**config.mk**
```make
export PLATFORM = sky130hd
export DESIGN_NAME = dicode_slicer
export DESIGN_NICKNAME = d
export VERILOG_FILES = /design/src/rtl/dfs_pkg.sv /design/src/rtl/dfs_level.sv /design/src/rtl/dfs_compare.sv /design/src/rtl/dfs_state.sv /design/src/rtl/dicode_slicer.sv
export SDC_FILE = /design/constraint.sdc
export NUM_CORES = 1
export LEC_CHECK = 0
export CORE_AREA = 3 3 40 42
export CTS_BUF_LIST = sky130_fd_sc_hd__clkbuf_4 sky130_fd_sc_hd__clkbuf_8
export CTS_CLUSTER_SIZE = 40
export DETAILED_ROUTE_END_ITERATION = 6
export DIE_AREA = 0 0 43 45
export GPL_TIMING_DRIVEN = 1
export PLACE_DENSITY = 0.77
export SKIP_CTS_REPAIR_TIMING = 1
export SYNTH_ARGS = -nofsm -noshare
export SYNTH_HDL_FRONTEND = slang
export SYNTH_HIERARCHICAL = 1
export SYNTH_SLANG_ARGS = --single-unit
```
**constraint.sdc**
```tcl
create_clock -name clk -period 2.4 [get_ports clk]
set_input_delay 0.72 -clock clk [delete_from_list [all_inputs] [get_ports clk]]
set_output_delay 0.72 -clock clk [all_outputs]
set_load 0.1 [all_outputs]
```
**src/rtl/dfs_pkg.sv**
```systemverilog
package dfs_pkg;
  typedef enum logic {
    DEC_LOW  = 1'b0,
    DEC_HIGH = 1'b1
  } dec_state_e;

  function automatic int unsigned cmp_width(input int unsigned sw, input int unsigned tw);
    return ((sw > tw + 1) ? sw : tw + 1) + 1;
  endfunction
endpackage

```
**src/rtl/dfs_level.sv**
```systemverilog
module dfs_level #(
  parameter int unsigned THR_W = 7
) (
  input  logic                    cur_state,
  input  logic [THR_W-1:0]        thr_mag,
  output logic signed [THR_W:0]   level
);
  logic signed [THR_W:0] pos_level;

  always_comb begin
    pos_level = $signed({1'b0, thr_mag});
    level     = cur_state ? -pos_level : pos_level;
  end
endmodule

```
**src/rtl/dfs_compare.sv**
```systemverilog
module dfs_compare #(
  parameter int unsigned SAMPLE_W = 8,
  parameter int unsigned THR_W    = 7
) (
  input  logic                       cur_state,
  input  logic signed [SAMPLE_W-1:0] smp,
  input  logic signed [THR_W:0]      level,
  output logic                       decision
);
  localparam int unsigned CW = dfs_pkg::cmp_width(SAMPLE_W, THR_W);

  logic signed [CW-1:0] smp_x;
  logic signed [CW-1:0] lvl_x;

  always_comb begin
    smp_x = {{(CW-SAMPLE_W){smp[SAMPLE_W-1]}}, smp};
    lvl_x = {{(CW-THR_W-1){level[THR_W]}}, level};
    if (cur_state) decision = !(smp_x < lvl_x);
    else           decision = (smp_x > lvl_x);
  end
endmodule

```
**src/rtl/dfs_state.sv**
```systemverilog
module dfs_state (
  input  logic clk,
  input  logic rst,
  input  logic init_load,
  input  logic init_bit,
  input  logic smp_valid,
  input  logic decision,
  output logic cur_state,
  output logic dec_valid
);
  import dfs_pkg::*;

  dec_state_e st_q;

  always_ff @(posedge clk) begin
    if (rst) begin
      st_q      <= DEC_LOW;
      dec_valid <= 1'b0;
    end else if (init_load) begin
      st_q      <= dec_state_e'(init_bit);
      dec_valid <= 1'b0;
    end else if (smp_valid) begin
      st_q      <= dec_state_e'(decision);
      dec_valid <= 1'b1;
    end else begin
      dec_valid <= 1'b0;
    end
  end

  assign cur_state = (st_q == DEC_HIGH);

  assert_load_R6: assert property (@(posedge clk) disable iff (rst)
    init_load |=> (cur_state == $past(init_bit)) && !dec_valid);

  assert_valid_follows_R7: assert property (@(posedge clk) disable iff (rst)
    (smp_valid && !init_load) |=> dec_valid);

  assert_hold_idle_R7: assert property (@(posedge clk) disable iff (rst)
    (!smp_valid && !init_load) |=> $stable(cur_state) && !dec_valid);
endmodule

```
**src/rtl/dicode_slicer.sv**
```systemverilog
module dicode_slicer #(
  parameter int unsigned SAMPLE_W = 8,
  parameter int unsigned THR_W    = 7
) (
  input  logic                       clk,
  input  logic                       rst,
  input  logic [THR_W-1:0]           thr_mag,
  input  logic                       init_load,
  input  logic                       init_bit,
  input  logic                       smp_valid,
  input  logic signed [SAMPLE_W-1:0] smp,
  output logic                       bit_out,
  output logic                       bit_valid
);
  logic                  cur_state;
  logic signed [THR_W:0] level;
  logic                  decision;

  dfs_level #(.THR_W(THR_W)) u_level (
    .cur_state (cur_state),
    .thr_mag   (thr_mag),
    .level     (level)
  );

  dfs_compare #(.SAMPLE_W(SAMPLE_W), .THR_W(THR_W)) u_cmp (
    .cur_state (cur_state),
    .smp       (smp),
    .level     (level),
    .decision  (decision)
  );

  dfs_state u_state (
    .clk       (clk),
    .rst       (rst),
    .init_load (init_load),
    .init_bit  (init_bit),
    .smp_valid (smp_valid),
    .decision  (decision),
    .cur_state (cur_state),
    .dec_valid (bit_valid)
  );

  assign bit_out = cur_state;

  assert_rise_R2: assert property (@(posedge clk) disable iff (rst)
    (smp_valid && !init_load && !bit_out && ($signed(smp) > $signed({1'b0, thr_mag})))
    |=> bit_out);

  assert_fall_R3: assert property (@(posedge clk) disable iff (rst)
    (smp_valid && !init_load && bit_out && ($signed(smp) < -$signed({1'b0, thr_mag})))
    |=> !bit_out);

  assert_no_flip_R4: assert property (@(posedge clk) disable iff (rst)
    (smp_valid && !init_load && !bit_out && ($signed(smp) <= $signed({1'b0, thr_mag})))
    |=> !bit_out);
endmodule

```
==> impl_metrics.env <==
export IMPL_status="complete, but fails checks"
export IMPL_failed_checks="setup timing"
export IMPL_die_y_um=45
export IMPL_powerDensity_nw_per_um2=380
export IMPL_fmax_mhz=386
export IMPL_grt_busiest_layer="met2"
export IMPL_hold_viol_final=0
export IMPL_ys_warn_count=6
export IMPL_wl_per_cell_um=13.3
export IMPL_cp_end_kind="register"
export IMPL_path_max_fanout=3
export IMPL_worstMarginPinSlew_ns=0.279
export IMPL_clock_path_buffers=2
export IMPL_hold_depth=2
export IMPL_drt_iter0_drc=13
export IMPL_grt_ovfl_total=0
export IMPL_synth_nets=86
export IMPL_cts_made_buffers=3
export IMPL_power_frac_seq_pct=13.7
export IMPL_syn_area_um2=439
export IMPL_multiInputGateArea_um2=427
export IMPL_startpoint_type="input pin"
export IMPL_antenna_cells=0
export IMPL_synth_compound_area_share_pct=22.2
export IMPL_nFillCells=112
export IMPL_clkPwrFrac_pct=24.6
export IMPL_finalInstanceArea_um2=803
export IMPL_ir_worst_vdd_mv=0.142
export IMPL_drv_cap=0
export IMPL_start_util_pct=34.2
export IMPL_avgSynthCellArea_um2=7.70
export IMPL_grt_total_usage_pct=12.0
export IMPL_fin_ws_ns=-0.191
export IMPL_use_met2_pct=22.8
export IMPL_cts_tree="built"
export IMPL_ioPinCount=22
export IMPL_area_growth_pct=82.9
export IMPL_routed_wl_um=1350
export IMPL_period_needed_ns=2.59
export IMPL_yosysSeqAreaShare_pct=9.12
export IMPL_dp_hpwl_um=917
export IMPL_path_class="input pin to register"
export IMPL_seq_area_um2=41.3
export IMPL_synth_distinct_cells=25
export IMPL_synth_area_mux_share_pct=2.28
export IMPL_grt_max_degree=12
export IMPL_core_area_um2=1280
export IMPL_ant_nets=0
export IMPL_nets=117
export IMPL_cp_required_ns=2.54
export IMPL_via_per_inst=4.88
export IMPL_clock_latency_ns=0.22
export IMPL_antenna_found_initial=0
export IMPL_yosys_area_share_simple_pct=18.8
export IMPL_hp_class="register to register"
export IMPL_vias=493
export IMPL_internal_power_mw=0.190
export IMPL_synth_top_cell_area_share_pct=25.6
export IMPL_finalCritPeriodShare_pct=108
export IMPL_die_x_um=43
export IMPL_slew_viol_final=0
export IMPL_p_switching_mw=0.115
export IMPL_final_setup_skew_ns=0
export IMPL_globalRouteMet3Util_pct=3.98
export IMPL_placed_cell_area_um2=703
export IMPL_slew_headroom_pct=81.6
export IMPL_synth_seq_cells=2
export IMPL_combPwrFrac_pct=61.7
export IMPL_dieArea_um2=1940
export IMPL_synth_cells=57
export IMPL_clkSlewWorstSetupHoldPaths_ns=0.03
export IMPL_synth_xor_area_share_pct=9.97
export IMPL_cp_arrival_ns=2.73
export IMPL_root_buffer="clkbuf_4"
export IMPL_synth_top_family_by_area="adder cells"
export IMPL_synthAdderAreaFrac_pct=25.6
export IMPL_leakage_nw=0.369
export IMPL_clock_sinks=2
export IMPL_grt_pass1_wl_um=1730
export IMPL_switching_share_pct=37.7
export IMPL_post_route_drc_count=0
export IMPL_finalWeightedCongestion=0.725
export IMPL_layout_drive_gt1_share_pct=31.4
export IMPL_r2r_worst_path_cells=10
export IMPL_first_pass_iters=6
export IMPL_setup_viol=1
export IMPL_rsz0062_at_grt="true"
export IMPL_port_buffers=21
export IMPL_grt_pass1_vias=469
export IMPL_synthTopCellsByArea="ha_1, inv_1, xnor2_1"
export IMPL_htreeDepth=1
export IMPL_yosysTopAreaCell="ha_1"
export IMPL_holdWs_ns=0.719
export IMPL_met1_usage_pct=12.0
export IMPL_rows=13
area by class of cell:
type,count,area share (%)
Tap cell,15,2.34
Clock buffer,3,2.80
Sequential cell,2,5.14
Timing Repair Buffer,27,31.0
Inverter,12,5.61
Multi-Input combinational cell,42,53.1
cell usage after synthesis, drive strengths merged:
| library cell | n |
|---|---|
| o31ai | 1 |
| inv | 12 |
| nor2 | 2 |
| a21oi | 1 |
| nor2b | 1 |
| nand2 | 3 |
| nor3b | 1 |
| ha | 9 |
| o21ai | 5 |
| a41oi | 1 |
| nand3 | 1 |
| nand2b | 2 |
| and3 | 1 |
| nand4b | 1 |
| dfxtp | 2 |
| a31oi | 1 |
| xnor2 | 5 |
| or3 | 2 |
| a211oi | 2 |
| o22ai | 1 |
| o31a | 1 |
| mux2i | 1 |
| buf | 1 |
registers in the layout (all words and copies together), names as in the netlist:
| signal | cells |
|---|---|
| u_state/cur_state | 1 |
| u_state/dec_valid | 1 |
worst max-delay path, cell delays in order:
cell and delay, ns:
buf_6 0.09, or3_4 0.40, o31ai_4 0.23, xnor2_1 0.14
inv_1 0.09, ha_4 0.27, and3_4 0.18, a41oi_2 0.10
a31oi_1 0.18, mux2i_1 0.11, a211oi_2 0.22
cells by family (layout without fill, tap and decap cells):
logic type,after synthesis,in the layout
xor+xnor,5,5
compound gates,13,13
flops,2,2
fa+ha+maj,9,9
mux,1,1
buf+inv,13,42
simple gates,14,14
path summary, 6_finish.rpt:
check | from | end | slack (ns)
worst max register to register | u_state/cur_state$_SDFFE_PP0P_ | u_state/cur_state$_SDFFE_PP0P_ | 0.38
worst max-delay path | thr_mag[2] | u_state/cur_state$_SDFFE_PP0P_ | -0.19
worst min-delay path | u_state/cur_state$_SDFFE_PP0P_ | u_state/cur_state$_SDFFE_PP0P_ | 0.72
worst min register to register | u_state/cur_state$_SDFFE_PP0P_ | u_state/cur_state$_SDFFE_PP0P_ | 0.72
power by group through the flow:
stage,clock [mW],sequential (mW),combinational (mW)
after floorplan,0,0.0567,0.0798
after global placement,0,0.0414,0.152
after detailed placement,0,0.0416,0.155
after CTS,0.0800,0.0412,0.156
after global routing,0.0843,0.0425,0.203
final,0.0750,0.0419,0.188
layout by cell type (no fill, tap or decap), types with 2 or more instances in the layout:
| cell | Yosys | routed |
|---|---|---|
| nand2_1 | 3 | 3 |
| buf_4 | 1 | 8 |
| inv_1 | 12 | 12 |
| dlymetal6s2s_1 | 0 | 3 |
| a211oi_2 | 2 | 2 |
| clkbuf_4 | 0 | 3 |
| ha_1 | 9 | 5 |
| or3_4 | 1 | 2 |
| nor2_1 | 2 | 2 |
| xnor2_1 | 5 | 5 |
| nand2b_1 | 2 | 2 |
| clkbuf_2 | 0 | 2 |
| o21ai_1 | 2 | 3 |
| ha_4 | 0 | 4 |
| clkdlybuf4s50_1 | 0 | 13 |
metal layers:
metal | vias to the layer above | share of wire, %
li1 | 256 | -
met1 | 221 | 38
met2 | 16 | 55
met3 | 0 | 7.0
met4 | 0 | 0
met5 | - | 0
per-stage QoR:
stage / setup slack [ns] / TNS, ns / utilization (%) / instances / power (mW)
floorplan: -0.119 / -0.119 / - / 57 / 0.136
global placement: -0.662 / -0.662 / 54.7 / 97 / 0.193
detailed placement: -0.721 / -0.721 / 54.7 / 97 / 0.197
CTS: -0.490 / -0.490 / 56.5 / 100 / 0.277
global route: -0.250 / -0.250 / 62.5 / 101 / 0.330
finish: -0.191 / -0.191 / 62.5 / 101 / 0.305
Power figures use the tool's default switching activity.
